$ cat config.mk
export PLATFORM = sky130hd
export DESIGN_NAME = fsk_tag_demod
export DESIGN_NICKNAME = d
export VERILOG_FILES = /design/src/rtl/fsk_demod_pkg.sv /design/src/rtl/fsk_cycle_meter.sv /design/src/rtl/fsk_run_slicer.sv /design/src/rtl/fsk_frame_decoder.sv /design/src/rtl/fsk_tag_demod.sv
export SDC_FILE = /design/constraint.sdc
export NUM_CORES = 1
export LEC_CHECK = 0
export BUFFER_PORTS_ARGS = -buffer_cell sky130_fd_sc_hd__buf_2
export CAP_MARGIN = 5
export CORE_MARGIN = 2
export CORE_UTILIZATION = 48
export DETAILED_ROUTE_END_ITERATION = 16
export GPL_TIMING_DRIVEN = 0
export PLACE_DENSITY = 0.73
export SYNTH_ARGS = -nofsm -noshare
export SYNTH_HDL_FRONTEND = slang
export SYNTH_HIERARCHICAL = 1
export SYNTH_SLANG_ARGS = --single-unit
$ cat constraint.sdc
create_clock -name clk -period 20.4 [get_ports clk]
set_input_delay 4.08 -clock clk [delete_from_list [all_inputs] [get_ports clk]]
set_output_delay 4.08 -clock clk [all_outputs]
set_load 0.05 [all_outputs]
$ cat src/rtl/fsk_demod_pkg.sv
package fsk_demod_pkg;

  // Frame decoder states
  typedef enum logic [1:0] {
    FR_HUNT  = 2'd0,  // searching for a frame marker
    FR_DATA  = 2'd1,  // Manchester pairs being collected
    FR_PEND1 = 2'd2,  // saw pair 1,1: may be the head of the next marker
    FR_PEND2 = 2'd3   // saw 1,1 then 1,0: marker tail 0,0 expected
  } frame_st_e;

  // Half-bit window, oldest symbol in bit 5
  localparam logic [5:0] SOF_MARK = 6'b111000;

  // Cycles per half-bit for each sub-carrier class
  localparam int unsigned SHORT_PER_HALF = 6;
  localparam int unsigned LONG_PER_HALF  = 5;

  // Largest half-bit count a single run may produce
  localparam int unsigned MAX_HALVES = 4;

endpackage

$ cat src/rtl/fsk_cycle_meter.sv
module fsk_cycle_meter #(
  parameter int unsigned SMP_W  = 8,
  parameter int unsigned THRESH = 127,
  parameter int unsigned SPLIT  = 9,
  parameter int unsigned CNT_W  = 5
) (
  input  logic             clk,
  input  logic             rst_n,
  input  logic             clr,
  input  logic             smp_valid,
  input  logic [SMP_W-1:0] smp,
  output logic             cyc_valid,
  output logic             cyc_short
);

  localparam logic [CNT_W-1:0] CNT_MAX = {CNT_W{1'b1}};
  localparam logic [SMP_W-1:0] LVL_TH  = SMP_W'(THRESH);
  localparam logic [CNT_W-1:0] CLS_TH  = CNT_W'(SPLIT);

  logic             lvl_q, lvl_d;     // previous sliced level
  logic             sync_q, sync_d;   // first rising edge seen
  logic [CNT_W-1:0] cnt_q, cnt_d;     // samples since last rising edge
  logic             cv_q, cv_d;
  logic             cs_q, cs_d;

  logic lvl_now;
  logic rise;
  logic upd;

  assign lvl_now = (smp >= LVL_TH);
  assign rise    = lvl_now & ~lvl_q;
  assign upd     = clr | smp_valid;

  always_comb begin
    lvl_d  = lvl_q;
    sync_d = sync_q;
    cnt_d  = cnt_q;
    cv_d   = 1'b0;
    cs_d   = cs_q;
    if (clr) begin
      lvl_d  = 1'b1;  // a stream that opens high is not an edge
      sync_d = 1'b0;
      cnt_d  = '0;
      cs_d   = 1'b0;
    end else if (smp_valid) begin
      lvl_d = lvl_now;
      if (rise) begin
        if (sync_q) begin
          cv_d = 1'b1;
          cs_d = (cnt_q < CLS_TH);
        end
        sync_d = 1'b1;
        cnt_d  = CNT_W'(1);
      end else if (cnt_q != CNT_MAX) begin
        cnt_d = cnt_q + CNT_W'(1);
      end
    end
  end

  always_ff @(posedge clk or negedge rst_n) begin
    if (!rst_n) begin
      lvl_q  <= 1'b1;
      sync_q <= 1'b0;
      cnt_q  <= '0;
      cs_q   <= 1'b0;
    end else if (upd) begin
      lvl_q  <= lvl_d;
      sync_q <= sync_d;
      cnt_q  <= cnt_d;
      cs_q   <= cs_d;
    end
  end

  always_ff @(posedge clk or negedge rst_n) begin
    if (!rst_n) cv_q <= 1'b0;
    else        cv_q <= cv_d;
  end

  assign cyc_valid = cv_q;
  assign cyc_short = cs_q;

  // a classified cycle always follows a taken sample
  assert_valid_gated_R2: assert property (@(posedge clk) disable iff (!rst_n)
    cyc_valid |-> $past(smp_valid && !clr));

endmodule

$ cat src/rtl/fsk_run_slicer.sv
module fsk_run_slicer
  import fsk_demod_pkg::*;
#(
  parameter int unsigned RUN_W = 6
) (
  input  logic clk,
  input  logic rst_n,
  input  logic clr,
  input  logic cyc_valid,
  input  logic cyc_short,
  output logic hb_valid,
  output logic hb_sym
);

  localparam int unsigned NW = RUN_W + 1;
  localparam logic [RUN_W-1:0] RUN_MAX = {RUN_W{1'b1}};

  logic             have_q, have_d;   // a run is open
  logic             cls_q, cls_d;     // class of the open run (1 = short)
  logic [RUN_W-1:0] n_q, n_d;         // cycles in the open run
  logic             sym_q, sym_d;     // symbol being replayed
  logic [2:0]       rem_q, rem_d;     // half-bits still to replay

  logic [NW-1:0] n_plus;
  logic [NW-1:0] halves;
  logic          close_run;
  logic          count_ok;
  logic          upd;

  assign n_plus    = {1'b0, n_q} + NW'(1);
  assign halves    = cls_q ? (n_plus / NW'(SHORT_PER_HALF))
                           : (n_plus / NW'(LONG_PER_HALF));
  assign count_ok  = (halves != '0) && (halves <= NW'(MAX_HALVES));
  assign close_run = cyc_valid & have_q & (cyc_short != cls_q);
  assign upd       = clr | cyc_valid | (rem_q != 3'd0);

  always_comb begin
    have_d = have_q;
    cls_d  = cls_q;
    n_d    = n_q;
    sym_d  = sym_q;
    rem_d  = rem_q;
    if (clr) begin
      have_d = 1'b0;
      cls_d  = 1'b0;
      n_d    = '0;
      sym_d  = 1'b0;
      rem_d  = 3'd0;
    end else begin
      if (rem_q != 3'd0) rem_d = rem_q - 3'd1;
      if (cyc_valid) begin
        if (!have_q || close_run) begin
          have_d = 1'b1;
          cls_d  = cyc_short;
          n_d    = RUN_W'(1);
        end else if (n_q != RUN_MAX) begin
          n_d = n_q + RUN_W'(1);
        end
      end
      if (close_run && count_ok) begin
        sym_d = cls_q;
        rem_d = halves[2:0];
      end
    end
  end

  always_ff @(posedge clk or negedge rst_n) begin
    if (!rst_n) begin
      have_q <= 1'b0;
      cls_q  <= 1'b0;
      n_q    <= '0;
      sym_q  <= 1'b0;
      rem_q  <= 3'd0;
    end else if (upd) begin
      have_q <= have_d;
      cls_q  <= cls_d;
      n_q    <= n_d;
      sym_q  <= sym_d;
      rem_q  <= rem_d;
    end
  end

  assign hb_valid = (rem_q != 3'd0);
  assign hb_sym   = sym_q;

  // a fresh burst of half-bits starts only after a classified cycle
  assert_burst_after_cycle_R4: assert property (@(posedge clk) disable iff (!rst_n)
    (hb_valid && !$past(hb_valid)) |-> $past(cyc_valid));

endmodule

$ cat src/rtl/fsk_frame_decoder.sv
module fsk_frame_decoder
  import fsk_demod_pkg::*;
#(
  parameter int unsigned ID_W = 44
) (
  input  logic            clk,
  input  logic            rst_n,
  input  logic            clr,
  input  logic            hb_valid,
  input  logic            hb_sym,
  output logic [ID_W-1:0] id_out,
  output logic            id_valid
);

  logic [5:0]      win_q, win_d;
  frame_st_e       st_q, st_d;
  logic            ph_q, ph_d;       // 1 = first half of a pair is held
  logic            first_q, first_d;
  logic [ID_W-1:0] acc_q, acc_d;
  logic [ID_W-1:0] id_q, id_d;
  logic            v_q, v_d;

  logic [5:0] win_next;
  logic       marker;
  logic       upd;

  assign win_next = {win_q[4:0], hb_sym};
  assign marker   = (win_next == SOF_MARK);
  assign upd      = clr | hb_valid;

  always_comb begin
    win_d   = win_q;
    st_d    = st_q;
    ph_d    = ph_q;
    first_d = first_q;
    acc_d   = acc_q;
    id_d    = id_q;
    v_d     = 1'b0;
    if (clr) begin
      win_d   = '0;
      st_d    = FR_HUNT;
      ph_d    = 1'b0;
      first_d = 1'b0;
      acc_d   = '0;
      id_d    = '0;
    end else if (hb_valid) begin
      win_d = win_next;
      if (marker) begin
        if ((st_q != FR_HUNT) && (acc_q != '0)) begin
          id_d = acc_q;
          v_d  = 1'b1;
        end
        acc_d = '0;
        st_d  = FR_DATA;
        ph_d  = 1'b0;
      end else if (st_q != FR_HUNT) begin
        if (!ph_q) begin
          first_d = hb_sym;
          ph_d    = 1'b1;
        end else begin
          ph_d = 1'b0;
          case (st_q)
            FR_DATA: begin
              if (first_q != hb_sym)  acc_d = {acc_q[ID_W-2:0], hb_sym};
              else if (first_q)       st_d  = FR_PEND1;
              else                    st_d  = FR_HUNT;
            end
            FR_PEND1: st_d = (first_q && !hb_sym) ? FR_PEND2 : FR_HUNT;
            default:  st_d = FR_HUNT;
          endcase
        end
      end
    end
  end

  always_ff @(posedge clk or negedge rst_n) begin
    if (!rst_n) begin
      win_q   <= '0;
      st_q    <= FR_HUNT;
      ph_q    <= 1'b0;
      first_q <= 1'b0;
      acc_q   <= '0;
      id_q    <= '0;
    end else if (upd) begin
      win_q   <= win_d;
      st_q    <= st_d;
      ph_q    <= ph_d;
      first_q <= first_d;
      acc_q   <= acc_d;
      id_q    <= id_d;
    end
  end

  always_ff @(posedge clk or negedge rst_n) begin
    if (!rst_n) v_q <= 1'b0;
    else        v_q <= v_d;
  end

  assign id_out   = id_q;
  assign id_valid = v_q;

  // one-clock report pulse
  assert_pulse_once_R9: assert property (@(posedge clk) disable iff (!rst_n)
    id_valid |=> !id_valid);

  // the reported value holds between reports
  assert_hold_between_R9: assert property (@(posedge clk) disable iff (!rst_n)
    (!id_valid && !$past(clr)) |-> $stable(id_out));

  // a report is caused by the closing 0 of a marker
  assert_report_on_marker_R7: assert property (@(posedge clk) disable iff (!rst_n)
    id_valid |-> $past(hb_valid && !hb_sym && !clr));

endmodule

$ cat src/rtl/fsk_tag_demod.sv
module fsk_tag_demod #(
  parameter int unsigned SMP_W  = 8,
  parameter int unsigned THRESH = 127,
  parameter int unsigned SPLIT  = 9,
  parameter int unsigned CNT_W  = 5,
  parameter int unsigned RUN_W  = 6,
  parameter int unsigned ID_W   = 44
) (
  input  logic             clk,
  input  logic             rst_n,
  input  logic             en,
  input  logic             smp_valid,
  input  logic [SMP_W-1:0] smp,
  output logic [ID_W-1:0]  id_out,
  output logic             id_valid
);

  logic clr;
  logic cyc_valid;
  logic cyc_short;
  logic hb_valid;
  logic hb_sym;

  assign clr = ~en;

  fsk_cycle_meter #(
    .SMP_W (SMP_W),
    .THRESH(THRESH),
    .SPLIT (SPLIT),
    .CNT_W (CNT_W)
  ) u_meter (
    .clk      (clk),
    .rst_n    (rst_n),
    .clr      (clr),
    .smp_valid(smp_valid),
    .smp      (smp),
    .cyc_valid(cyc_valid),
    .cyc_short(cyc_short)
  );

  fsk_run_slicer #(
    .RUN_W(RUN_W)
  ) u_slicer (
    .clk      (clk),
    .rst_n    (rst_n),
    .clr      (clr),
    .cyc_valid(cyc_valid),
    .cyc_short(cyc_short),
    .hb_valid (hb_valid),
    .hb_sym   (hb_sym)
  );

  fsk_frame_decoder #(
    .ID_W(ID_W)
  ) u_frame (
    .clk     (clk),
    .rst_n   (rst_n),
    .clr     (clr),
    .hb_valid(hb_valid),
    .hb_sym  (hb_sym),
    .id_out  (id_out),
    .id_valid(id_valid)
  );

  // no report in the clock after the enable is low
  assert_quiet_when_off_R10: assert property (@(posedge clk) disable iff (!rst_n)
    !en |=> !id_valid);

endmodule

== Word-level counts from Yosys, hierarchy flattened ==
Cells that the tools add are included.

* Word-level logic and storage cells: 156
* Register bits after elaboration: 119
* Output and inout bits: 45

* $lt $le $gt $ge: 3
* Equality and inequality tests: 27
* Add/subtract/negate cells: 4
* Bitwise gates (word level): 9
* Div/mod/pow operators: 2
* Reduce and logical (&&, ||, !) cells: 25
* Muxes and demuxes: 69

{| class="wikitable"
|+ Operators with widths
! cell !! number
|-
| 2-to-1 mux 44 bit || 11
|-
| nonzero test 44 bit || 1
|-
| 2-to-1 mux 1 bit || 35
|-
| 2-to-1 mux 5 bit || 6
|-
| 2-to-1 mux 6 bit || 4
|-
| inequality test 3 x 1 -> 1 bit, second input constant || 7
|-
| inequality test 2 x 1 -> 1 bit, second input constant || 10
|-
| 2-to-1 mux 2 bit || 8
|-
| AND reduction 3 bit || 5
|-
| divider 7 x 3 -> 7 bit, second input constant || 2
|-
| AND reduction 5 bit || 2
|-
| 2-to-1 mux 3 bit || 3
|-
| >= comparator 8 x 7 -> 1 bit, second input constant || 1
|-
| AND reduction 2 bit || 4
|-
| AND reduction 4 bit || 2
|-
| adder 6 x 1 -> 7 bit, second input constant || 1
|-
| <= comparator 7 x 3 -> 1 bit, second input constant || 1
|-
| 2-to-1 mux 7 bit || 1
|-
| nonzero test 7 bit || 1
|-
| adder 6 x 1 -> 6 bit, second input constant || 1
|-
| equality test 6 bit, second input constant || 1
|-
| inequality test 6 bit, second input constant || 1
|-
| AND reduction 6 bit || 1
|-
| adder 5 x 1 -> 5 bit, second input constant || 1
|-
| 17 further kinds || 29
|}

== Logic depth before layout (Yosys ltp) ==
Gate-level depths: netlist (run 1).

* Word-level depth: 9
* Depth in mapped cells: 35
* Depth with buffers taken out: 33

== Hierarchy ==
The synthesis (run 1) kept the hierarchy.

{| class="wikitable"
|+ Modules (own cells, without submodules)
! module !! area an instance (um2) !! sequential area each (um2) !! cells each !! times used
|-
| fsk_frame_decoder || 4,814.6 || 2,452.4 || 416 || 1
|-
| fsk_run_slicer || 1,631.6 || 300.3 || 199 || 1
|-
| fsk_cycle_meter || 533.0 || 226.5 || 57 || 1
|-
| fsk_tag_demod || 3.8 || 0.0 || 1 || 1
|}

== Worst setup path before layout (run 1) ==
OpenSTA, ideal clock, no wires.

* Path kind: reg2reg
* Start point: reg u_slicer.n_q[0]
* End point: reg u_slicer.rem_q[0]
* Setup slack: 14,021 ps
* Arrival time: 6,245 ps
* Period minus slack after synthesis: 6,379 ps
* Stages on the path, launching flop included: 35
* Buffers on the path: 1
* Cells stage by stage: dfrtp_1 ha_1 nand3_1 xnor2_1 inv_1 ha_1 nor4_2 nor2_1 inv_1 ha_1 o21ai_0 nand2b_1 buf_4 a31o_2 nor2_1 a21o_1 inv_1 ha_1 o21ai_0 and2b_2 a31oi_1 o21ai_1 o21a_1 ha_1 a21oi_1 nand2b_1 a21o_1 nor2_1 a21oi_1 ha_1 a21o_1 o211a_4 or4_4 nand2_1 a311oi_1

* Cells in the longest elaborated chain, start to end: 8
* Elaborated cells on any way between the ends: 12

{| class="wikitable"
|+ RTL lines
! what !! line !! RTL
|-
| from (decl) || fsk_run_slicer.sv:20 || <nowiki>logic [RUN_W-1:0] n_q, n_d;</nowiki>
|-
| from (signal assigned) || fsk_run_slicer.sv:77 || <nowiki>n_q <= n_d;</nowiki>
|-
| adder 6 x 1 -> 7 bit (*) || fsk_run_slicer.sv:30 || <nowiki>assign n_plus = {1'b0, n_q} + NW'(1);</nowiki>
|-
| divider 7 x 3 -> 7 bit (on tied branches) || fsk_run_slicer.sv:32, fsk_run_slicer.sv:31 ||
|-
| 2-to-1 mux 7 bit (*) || fsk_run_slicer.sv:31 || <nowiki>assign halves = cls_q ? (n_plus / NW'(SHORT_PER_HALF))</nowiki>
|-
| <= comparator 7 x 3 -> 1 bit / nonzero test 7 bit (equally long branches) || fsk_run_slicer.sv:33 || <nowiki>assign count_ok = (halves != '0) && (halves <= NW'(MAX_HALVES));</nowiki>
|-
| logical AND 1 bit || fsk_run_slicer.sv:33 ||
|-
| logical AND 1 bit || fsk_run_slicer.sv:60 || <nowiki>if (close_run && count_ok) begin</nowiki>
|-
| inequality test 3 x 1 -> 1 bit (no line) / 2-to-1 mux 3 bit (equally long branches) || - ||
|-
| AND reduction 2 bit (no line) / 2-to-1 mux 3 bit (equally long branches) || - ||
|-
| to (signal assigned) || fsk_run_slicer.sv:79 || <nowiki>rem_q <= rem_d;</nowiki>
|-
| to (decl) || fsk_run_slicer.sv:22 || <nowiki>logic [2:0] rem_q, rem_d;</nowiki>
|}

Mark *: on every way between the ends. The rest lies on a longest branch, timed or not.
A chain may end at the register's enable or synchronous reset.

== Worst setup path in the final report (run 1) ==
Ends and elaborated chain as after synthesis.

==> qor_table.md, run 1 <==
| Quantity | This run | Unit |
|:---|:---|:---|
| Required time at the worst-slack endpoint | 20680 | ps |
| CTS tree | built | - |
| Shortest period the worst path allows | 7380 | ps |
| Layout Area Growth over Synthesis | 16.2 | % |
| Yosys top cell by area | sky130_fd_sc_hd__dfrtp_1 | - |
| Part of the power in combinational logic | 9.7 | % |
| Final critical-path share of the clock period | 36.2 | % |
| Wire length on met1 | 7.49 | mm |
| Final Hold Violating Endpoints | 0 | - |
| Post-synthesis instance area | 6980 | um2 |
| Critical Path Sink | u_slicer/rem_q[0] | - |
| # rows | 44 | - |
| Switch Pwr | 0.136 | mW |
| Clock tree buffer depth | 2 | - |
| Worst IR Drop VDD | 0.0000621 | V |
| Layout cells sized above 1 | 23.5 | % |
| Inserted Clock Buffers | 17 | - |
| Global-route wire length before repair | 27.0 | mm |
| Data arrival at the endpoint of the critical path | 7660 | ps |
| Highest clock rate | 135 | MHz |
| Register area | 2980 | um2 |
| Net Sw Frac | 23.0 | % |
| Initial core utilization | 48.6 | % |
| Asr flop ratio synth | 100 | % |
| Root buffer cell | sky130_fd_sc_hd__clkbuf_16 | - |
| Area of the multi-input gates | 3670 | um2 |
| Count of flip-flops with a built-in enable after synthesis | 0 | - |
| Final net count | 785 | - |
| Drc violations | 0 | - |
| TritonCTS sink count | 119 | - |
| Setup crit start | u_slicer/n_q[0] | - |
| Crit path max fanout | 9 | - |
| Post-detailed-route count of antenna-violating nets | 0 | - |
| R2R depth | 33 | - |
| Overall Global Routing Usage | 20.9 | % |
| Post-cts gate resize count | 0 | - |
| Post-synthesis instance total | 673 | - |
| Reg2reg end | u_slicer/rem_q[0] | - |
| I/O pin count | 57 | - |
| Average cell area after synthesis | 10.4 | um2 |
| Total wire length after detailed routing | 15.9 | mm |
| Vias after detailed routing | 5609 | - |
| R2r startpoint | u_slicer/n_q[0] | - |
| Top area cells in the synthesized netlist | sky130_fd_sc_hd__dfrtp_1, sky130_fd_sc_hd__nor4b_1, sky130_fd_sc_hd__o21ai_2 | - |
| Hpwl dp | 11.2 | mm |
| Final Total Pwr | 0.593 | mW |
| CP max stage cell | sky130_fd_sc_hd__dfrtp_1 | - |
| Filler Cells Inserted | 1226 | - |
| Worst skew pair latency | 410 | ps |
| Power density relative to cell area | 73.1 | nW/um2 |
| Critical path startpoint category | flop | - |
| Via count of the first global-routing pass | 5630 | - |
| Sequential share of the synthesized area | 42.7 | % |
| Power share of the clock group | 49.5 | % |
| Synth unique cells | 78 | - |
| Area share of the largest cell type after synthesis | 42.3 | % |
| Least-Margin Pin Slew | 546 | ps |
| Largest net degree at the start of global routing | 70 | - |
| Antenna fix cells | 0 | - |
| H-tree depth reported by CTS | 4 | - |
| Int Pwr | 0.456 | mW |
| Dpl cells | 914 | - |
| I/O Buffers | 56 | - |
| DR WL met3 | 654 | um |
| Register bit count reported by yosys | 119 | - |
| Final-layout setup total negative slack | 0 | ps |
| Die boundary width | 125 | um |
| Slew Limit Headroom | 63.6 | % |
| Synth Warn # | 6 | - |
| Most common cell on crit path | sky130_fd_sc_hd__ha_1 | - |
| Non-filler instance count after layout | 946 | - |
| Pre-antenna DRT Iters | 5 | - |
| Average vias per placed instance | 5.93 | - |
| Routed wl met2 | 7.59 | mm |
| Leakage power summed over all cells | 4.03 | nW |
| Final worst clock skew | 8.92 | ps |
| Pins Over Slew Limit | 0 | - |
| RSZ-0062 raised after global routing | no | - |
| Setup slack on the worst flop-to-flop path | 13020 | ps |
| Area of the die | 15500 | um2 |
| Mapped Nets | 709 | - |
| Maximum Capacitance Violations | 0 | - |
| Highest routed layer | met4 | - |
| Hold Buf Count CTS | 0 | - |
| Antenna violations before repair | 0 | - |
| Iteration-0 DRC count of the detailed router | 433 | - |
| Crit path capture type | flop | - |
| Number of failing setup endpoints in the final timing report | 0 | - |
| Core footprint | 14400 | um2 |
| Run status | complete, no violations | - |
| Most used flip-flop cell after synthesis | sky130_fd_sc_hd__dfrtp_1 | - |
| Type of the most critical hold path | flop to flop | - |
| Critical Setup Path Class | flop to flop | - |
| Sequential share of power | 40.7 | % |
| Postcts setup bufs | 0 | - |
| CP peak stage delay | 540 | ps |
| Post-DR wirelength/cell | 16.8 | um |
| Clock slew seen by the registers of the worst setup and hold paths | 60 | ps |
| Overall die height | 125 | um |
| Remaining global-route overflow | 0 | - |
| GPL Wtd Cong | 0.835 | - |
## sequential cells by signal, summed over array words and instances (netlist names), 2 cells and up
signal	flops
u_meter/cnt_q	5
u_frame/id_out	44
u_frame/win_q	5
u_slicer/rem_q	3
u_frame/st_q	2
u_frame/acc_q	44
u_slicer/n_q	6
## final cells by class
type	instances	area share, %
clock buffer	24	6.06
inverter	19	0.879
clock inverter	8	1.17
buffer	45	3.24
multi-input combinational	490	45.2
tap	184	2.84
timing repair buffer	57	3.87
sequential	119	36.7
## worst min-delay path by stage
stage                         from             end  slack [ps]  depth (start not counted)
finish              u_meter/sync_q  u_meter/sync_q         500                          2
global route        u_meter/sync_q  u_meter/sync_q         540                          2
CTS                 u_meter/sync_q  u_meter/sync_q         500                          2
detailed placement  u_meter/sync_q  u_meter/sync_q         490                          2
global placement    u_meter/sync_q  u_meter/sync_q         480                          2
floorplan           u_meter/sync_q  u_meter/sync_q         460                          2
## Yosys cell counts (4+ instances only)
master	n
sky130_fd_sc_hd__nor4_1	11
sky130_fd_sc_hd__a21oi_1	17
sky130_fd_sc_hd__o21a_1	7
sky130_fd_sc_hd__clkbuf_1	23
sky130_fd_sc_hd__ha_1	24
sky130_fd_sc_hd__nand2_1	25
sky130_fd_sc_hd__xnor2_1	8
sky130_fd_sc_hd__buf_6	9
sky130_fd_sc_hd__nor2_1	30
sky130_fd_sc_hd__o21ai_0	20
sky130_fd_sc_hd__a21o_1	47
sky130_fd_sc_hd__nand3b_1	46
sky130_fd_sc_hd__buf_4	4
sky130_fd_sc_hd__and3_1	5
sky130_fd_sc_hd__nor3_1	8
sky130_fd_sc_hd__mux2i_1	11
sky130_fd_sc_hd__inv_1	18
sky130_fd_sc_hd__nor4b_1	43
sky130_fd_sc_hd__o31ai_1	5
sky130_fd_sc_hd__buf_2	9
sky130_fd_sc_hd__dfrtp_1	118
sky130_fd_sc_hd__nand4_1	6
sky130_fd_sc_hd__nand3_1	11
sky130_fd_sc_hd__o21ai_2	41
sky130_fd_sc_hd__nand2b_1	51
## metrics by stage
step | utilization, % | hold WS (ps) | cell area (um2) | setup slack [ps]
after floorplan | - | 463 | 6980 | 14020
after global placement | 52.2 | 484 | 7490 | 13310
after detailed placement | 52.4 | 488 | 7530 | 13130
after CTS | 56.5 | 502 | 8110 | 13070
after global routing | 56.5 | 540 | 8110 | 12440
final | 56.5 | 504 | 8110 | 13020
## layer usage
metal	GRT usage [%]	up-vias
li1	-	2643
met1	28.0	2808
met2	34.6	140
met3	3.99	18
met4	6.08	0
met5	0	-
## power groups by stage
stage                     Sequential, mW  Clock (mW)  Combinational (mW)
after floorplan                    0.245           0              0.0419
after global placement             0.245           0              0.0542
after detailed placement           0.245           0              0.0576
after CTS                          0.241       0.300              0.0578
after global routing               0.242       0.311              0.0645
final                              0.241       0.294              0.0577
## placed cells by master, fill, tap and decap left out, types with 17 or more instances in the layout
| cell | netlist | final |
|---|---|---|
| sky130_fd_sc_hd__a21o_1 | 47 | 47 |
| sky130_fd_sc_hd__a21oi_1 | 17 | 17 |
| sky130_fd_sc_hd__buf_2 | 9 | 64 |
| sky130_fd_sc_hd__clkbuf_1 | 23 | 26 |
| sky130_fd_sc_hd__clkbuf_16 | 0 | 17 |
| sky130_fd_sc_hd__dfrtp_1 | 118 | 118 |
| sky130_fd_sc_hd__ha_1 | 24 | 24 |
| sky130_fd_sc_hd__inv_1 | 18 | 18 |
| sky130_fd_sc_hd__nand2_1 | 25 | 25 |
| sky130_fd_sc_hd__nand2b_1 | 51 | 51 |
| sky130_fd_sc_hd__nand3b_1 | 46 | 46 |
| sky130_fd_sc_hd__nor2_1 | 30 | 30 |
| sky130_fd_sc_hd__nor4b_1 | 43 | 43 |
| sky130_fd_sc_hd__o21ai_0 | 20 | 20 |
| sky130_fd_sc_hd__o21ai_2 | 41 | 41 |
## cells by family (layout without fill, tap and decap cells)
logic type | Yosys count | after routing | synth area share, %
fa+ha+maj | 24 | 24 | 4.30
flops | 119 | 119 | 42.7
buf+inv | 64 | 153 | 4.78
xor+xnor | 10 | 10 | 1.25
compound gates | 182 | 182 | 20.2
simple gates | 262 | 262 | 25.0
mux | 12 | 12 | 1.79
## critical path, delay by kind of cell, from the launching register on
family,cells,cell delay (ps)
adder cells (fa/ha/maj),6,1690
XOR/XNOR,1,360
AND/OR/NAND/NOR,9,1830
AO/OA/AOI/OAI,13,2420
buffers and inverters,4,440
flip-flops,1,540
Note: power is estimated with default switching activity, not from simulation.
==> run 2: changes to the inputs <==
==> constraint.sdc (replaced) <==
create_clock -name clk -period 6.9 [get_ports clk]
set_input_delay 1.38 -clock clk [delete_from_list [all_inputs] [get_ports clk]]
set_output_delay 1.38 -clock clk [all_outputs]
set_load 0.05 [all_outputs]
==> qor_table.md, run 2 (same netlist as run 1, synthesis figures left out) <==
| Quantity | This run | Unit |
|:---|:---|:---|
| Run status | complete, no violations | - |
| Most frequent cells in the layout | sky130_fd_sc_hd__dfrtp_1, sky130_fd_sc_hd__buf_2, sky130_fd_sc_hd__nand2b_1, sky130_fd_sc_hd__a21o_1, sky130_fd_sc_hd__nand3b_1 | - |
| Layout Area Growth over Synthesis | 18.6 | % |
| Setup slack on the worst flop-to-flop path | 280 | ps |
| Switch Pwr | 0.405 | mW |
| GPL Wtd Cong | 0.835 | - |
| CP peak stage delay | 510 | ps |
| Int Pwr | 1.35 | mW |
| Root buffer cell | sky130_fd_sc_hd__clkbuf_16 | - |
| Global-route wire length before repair | 27.3 | mm |
| TritonCTS sink count | 119 | - |
| Antenna fix cells | 0 | - |
| Hold path depth | 2 | - |
| Net Sw Frac | 23.1 | % |
| Worst skew pair latency | 410 | ps |
| Post-Place Setup Slack | -372 | ps |
| Sequential share of power | 40.7 | % |
| Initial core utilization | 48.6 | % |
| Total wire length after detailed routing | 16.2 | mm |
| Core footprint | 14400 | um2 |
| Final Total Pwr | 1.75 | mW |
| Number of failing setup endpoints in the final timing report | 0 | - |
| CP max stage cell | sky130_fd_sc_hd__or4_4 | - |
| Worst IR Drop VDD | 0.000183 | V |
| Inserted Clock Buffers | 17 | - |
| Clock tree buffer depth | 2 | - |
| Hpwl dp | 11.2 | mm |
| Average vias per placed instance | 5.92 | - |
| Required time at the worst-slack endpoint | 7190 | ps |
| Crit path max fanout | 9 | - |
| Leading cell type in the layout, fill and taps excluded | sky130_fd_sc_hd__dfrtp_1 | - |
| Via count of the first global-routing pass | 5668 | - |
| Overall die height | 125 | um |
| Drc violations | 0 | - |
| Shortest period the worst path allows | 6620 | ps |
| Filler Cells Inserted | 1216 | - |
| Pre-antenna DRT Iters | 5 | - |
| Slew Limit Headroom | 63.5 | % |
| Highest clock rate | 151 | MHz |
| Antenna violations before repair | 0 | - |
| Critical Setup Path Class | flop to flop | - |
| I/O pin count | 57 | - |
| Least-Margin Pin Slew | 547 | ps |
| Crit path capture type | flop | - |
| Pins Over Slew Limit | 0 | - |
| Clock slew seen by the registers of the worst setup and hold paths | 60 | ps |
| Overall Global Routing Usage | 21.1 | % |
| Area of the die | 15500 | um2 |
| R2R depth | 34 | - |
| Iteration-0 DRC count of the detailed router | 416 | - |
| Power share of the clock group | 49.6 | % |
| Type of the most critical hold path | flop to flop | - |
| Highest routed layer | met4 | - |
| Largest net degree at the start of global routing | 70 | - |
| I/O Buffers | 56 | - |
| Data arrival at the endpoint of the critical path | 6910 | ps |
| Routed wl met2 | 7.83 | mm |
| Part of the power in combinational logic | 9.7 | % |
| Vias after detailed routing | 5649 | - |
| Power density relative to cell area | 212 | nW/um2 |
| DR WL met3 | 668 | um |
| Remaining global-route overflow | 0 | - |
| Maximum Capacitance Violations | 0 | - |
| Wire length on met1 | 7.54 | mm |
| H-tree depth reported by CTS | 4 | - |
| Worst-case setup margin in the final layout | 276 | ps |
| Critical path startpoint category | flop | - |
| Final net count | 794 | - |
| Final critical-path share of the clock period | 96.0 | % |
| Layout cells sized above 1 | 26.6 | % |
| Leakage power summed over all cells | 4.08 | nW |
| Final worst clock skew | 9.49 | ps |
| Hold Buf Count CTS | 0 | - |
| # rows | 44 | - |
| Die boundary width | 125 | um |
| Post-detailed-route count of antenna-violating nets | 0 | - |
| CTS tree | built | - |
| Post-DR wirelength/cell | 17.0 | um |
| Final Hold Violating Endpoints | 0 | - |
[run 2: cell types whose count changed in the layout (fill, tap and decap cells not counted), moves of 2 or more]
cell	delta
sky130_fd_sc_hd__buf_4	+10
sky130_fd_sc_hd__dfrtp_1	-4
sky130_fd_sc_hd__dfrtp_2	+4
sky130_fd_sc_hd__a21oi_1	-3
sky130_fd_sc_hd__o21ai_0	-3
sky130_fd_sc_hd__a21oi_2	+2
sky130_fd_sc_hd__ha_1	-2
sky130_fd_sc_hd__nand2_1	-2
sky130_fd_sc_hd__nand2_2	+2
sky130_fd_sc_hd__nor4_2	-2
sky130_fd_sc_hd__nor4_4	+2
sky130_fd_sc_hd__o21ai_2	+2
[run 2: area by class of cell]
cell class                 instances  area (um2)  share of cell area [%]
clock buffer                      24         492                    5.94
multi-input combinational        490        3760                    45.4
tap                              184         230                    2.78
inverter                          19        71.3                   0.861
timing repair buffer              66         382                    4.61
clock inverter                     8        95.1                    1.15
buffer                            45         265                    3.20
sequential                       119        2980                    36.0
[run 2: stage by stage]
stage          util, %  TNS (ps)  hold WS [ps]  cell area, um2  std cells
6_report          57.6         0           501            8280        955
5_1_grt           57.6      -148           540            8280        955
4_1_cts           56.9         0           502            8170        950
3_5_place_dp      52.4     -1210           488            7530        914
3_3_place_gp      52.2      -555           484            7490        913
2_1_floorplan        -         0           463            6980        673
[run 2: power groups by stage]
stage	Sequential (mW)	Clock (mW)	Combinational (mW)
2_1_floorplan	0.725	0	0.124
3_3_place_gp	0.725	0	0.160
3_5_place_dp	0.726	0	0.170
4_1_cts	0.714	0.886	0.171
5_1_grt	0.715	0.919	0.191
6_report	0.714	0.869	0.171
[run 2: layer usage]
layer  GRT usage (%)  vias to the layer above
li1                -                     2656
met1            28.4                     2825
met2            34.7                      141
met3            4.08                       27
met4            6.21                        0
met5               0                        -
[run 2: repair_timing]
action,CTS,global route
endpoints found under the setup margin,4,4
pin swaps,2,4
gates cloned,0,0
gates resized for setup,7,20
buffers inserted,4,5
[run 2: worst max-delay path: cells and delay by family, from the launching register on]
| kind | cells | cell delay [ps] |
|---|---|---|
| simple gates | 13 | 2450 |
| fa+ha+maj | 5 | 1430 |
| buf+inv | 3 | 270 |
| compound gates | 13 | 1870 |
| flops | 1 | 460 |
[run 2: worst paths after layout]
path,from,end
setup / recovery,u_slicer/n_q[0],u_slicer/hb_sym
hold / removal,u_meter/sync_q,u_meter/sync_q
setup reg to reg,u_slicer/n_q[0],u_slicer/hb_sym
hold reg to reg,u_meter/sync_q,u_meter/sync_q
max in group asynchronous,rst_n,u_meter/lvl_q
min in group asynchronous,rst_n,u_frame/id_out[7]
==> run 3: changes to the inputs <==
==> constraint.sdc (replaced) <==
create_clock -name clk -period 6.9 [get_ports clk]
set_input_delay 0.345 -clock clk [delete_from_list [all_inputs] [get_ports clk]]
set_output_delay 0.345 -clock clk [all_outputs]
set_load 0.05 [all_outputs]
==> qor_table.md, run 3 (same netlist as run 1, synthesis figures left out) <==
| Quantity | This run | Unit |
|:---|:---|:---|
| Setup crit start | u_slicer/n_q[0] | - |
| Area of the die | 15500 | um2 |
| CP peak stage delay | 510 | ps |
| Clock slew seen by the registers of the worst setup and hold paths | 50 | ps |
| Worst IR Drop VDD | 0.000183 | V |
| Least-Margin Pin Slew | 550 | ps |
| Run status | complete, no violations | - |
| Post-DR wirelength/cell | 17.0 | um |
| Final worst clock skew | 9.21 | ps |
| Shortest period the worst path allows | 6610 | ps |
| CTS tree | built | - |
| Maximum Capacitance Violations | 0 | - |
| Reg2reg end | u_slicer/hb_sym | - |
| Vias after detailed routing | 5682 | - |
| Setup slack on the worst flop-to-flop path | 290 | ps |
| Leakage power summed over all cells | 4.08 | nW |
| Final critical-path share of the clock period | 95.8 | % |
| Hpwl dp | 11.2 | mm |
| End-of-flow core utilization | 57.7 | % |
| Filler Cells Inserted | 1215 | - |
| Register area | 2980 | um2 |
| Core footprint | 14400 | um2 |
| Number of failing setup endpoints in the final timing report | 0 | - |
| Critical Setup Path Class | flop to flop | - |
| Pins Over Slew Limit | 0 | - |
| Global-route wire length before repair | 27.3 | mm |
| H-tree depth reported by CTS | 4 | - |
| Required time at the worst-slack endpoint | 7190 | ps |
| Crit path max fanout | 9 | - |
| Worst skew pair latency | 410 | ps |
| Highest clock rate | 151 | MHz |
| Post-detailed-route count of antenna-violating nets | 0 | - |
| Slew Limit Headroom | 63.3 | % |
| Die boundary width | 125 | um |
| Layout cells sized above 1 | 26.6 | % |
| Initial core utilization | 48.6 | % |
| Type of the most critical hold path | primary input to flop | - |
| Via count of the first global-routing pass | 5668 | - |
| Data arrival at the endpoint of the critical path | 6900 | ps |
| R2r startpoint | u_slicer/n_q[0] | - |
| Crit path capture type | flop | - |
| Final Hold Violating Endpoints | 0 | - |
| Hold path depth | 3 | - |
| Clock tree buffer depth | 2 | - |
| Inserted Clock Buffers | 17 | - |
| Remaining global-route overflow | 0 | - |
| Antenna violations before repair | 0 | - |
| Largest net degree at the start of global routing | 70 | - |
| CP max stage cell | sky130_fd_sc_hd__or4_4 | - |
| Final net count | 795 | - |
| Root buffer cell | sky130_fd_sc_hd__clkbuf_16 | - |
| I/O Buffers | 56 | - |
| Critical path startpoint category | flop | - |
| Overall die height | 125 | um |
| Total wire length after detailed routing | 16.2 | mm |
| Iteration-0 DRC count of the detailed router | 429 | - |
| Most frequent cells in the layout | sky130_fd_sc_hd__dfrtp_1, sky130_fd_sc_hd__buf_2, sky130_fd_sc_hd__nand2b_1, sky130_fd_sc_hd__a21o_1, sky130_fd_sc_hd__nand3b_1 | - |
| Drc violations | 0 | - |
| Leading cell type in the layout, fill and taps excluded | sky130_fd_sc_hd__dfrtp_1 | - |
| Area of the multi-input gates | 3760 | um2 |
| I/O pin count | 57 | - |
| Power density relative to cell area | 212 | nW/um2 |
| Final Total Pwr | 1.76 | mW |
| # rows | 44 | - |
| Average vias per placed instance | 5.94 | - |
| Pre-antenna DRT Iters | 7 | - |
| GPL Wtd Cong | 0.835 | - |
| TritonCTS sink count | 119 | - |
| Layout Area Growth over Synthesis | 18.7 | % |
| R2R depth | 34 | - |
| Overall Global Routing Usage | 21.1 | % |
| Hold worst-path end | u_meter/lvl_q | - |
| Antenna fix cells | 0 | - |
| Final-layout setup total negative slack | 0 | ps |
| Startpoint of the lowest-slack hold path | smp_valid | - |
## run 3: changes by cell type in the layout (fill, tap and decap cells not counted), sizes merged
cell	before	now
dlygate4sd3	0	1
## run 3: report_power, final
| group | internal [mW] | switching [mW] |
|---|---|---|
| clock | 0.567 | 0.303 |
| combinational | 0.0741 | 0.0974 |
| sequential | 0.709 | 0.00525 |
## run 3: timing repair
item                                   CTS  global route
hold buffers                             1             0
pin swaps                                2             4
endpoints found under the hold margin   50             0
setup endpoints to repair                4             4
setup buffers                            4             5
resized for setup                        7            20
## run 3: cell type report
cell class,instances,share of cell area (%)
Timing Repair Buffer,67,4.72
Clock inverter,8,1.15
Multi-Input combinational cell,490,45.4
Tap cell,184,2.78
Sequential cell,119,36.0
Clock buffer,24,5.93
Buffer,45,3.20
Inverter,19,0.860
## run 3: through the flow
stage	setup WS (ps)	std cells	hold WS, ps	instance area (um2)
2_1_floorplan	521	673	49.4	6980
3_3_place_gp	-189	913	484	7490
3_5_place_dp	-372	914	324	7530
4_1_cts	3.15	951	229	8180
5_1_grt	-64.1	956	244	8290
6_report	292	956	244	8290
## run 3: critical path, delay by kind of cell (launching register included)
family | cells | cell delay, ps
flops | 1 | 460
buf+inv | 3 | 270
simple gates | 13 | 2430
compound gates | 13 | 1870
fa+ha+maj | 5 | 1430
## run 3: worst max path at each step
stage	endpoint	slack, ps	depth (start not counted)
after floorplan	u_slicer/rem_q[0]	520	34
after global routing	u_slicer/rem_q[0]	-60	34
after detailed placement	u_slicer/rem_q[0]	-370	33
after global placement	u_slicer/rem_q[0]	-190	34
final	u_slicer/hb_sym	290	34
after CTS	u_slicer/rem_q[0]	3	34
## run 3: per-layer routing
layer | global-route usage [%] | wire (um) | part of all wire, % | vias up
met1 | 28.4 | 7620 | 47 | 2849
met5 | 0 | 0 | 0 | -
met3 | 4.08 | 650 | 4.0 | 24
met4 | 6.21 | 208 | 1.3 | 0
met2 | 34.7 | 7750 | 48 | 147
li1 | - | - | - | 2662
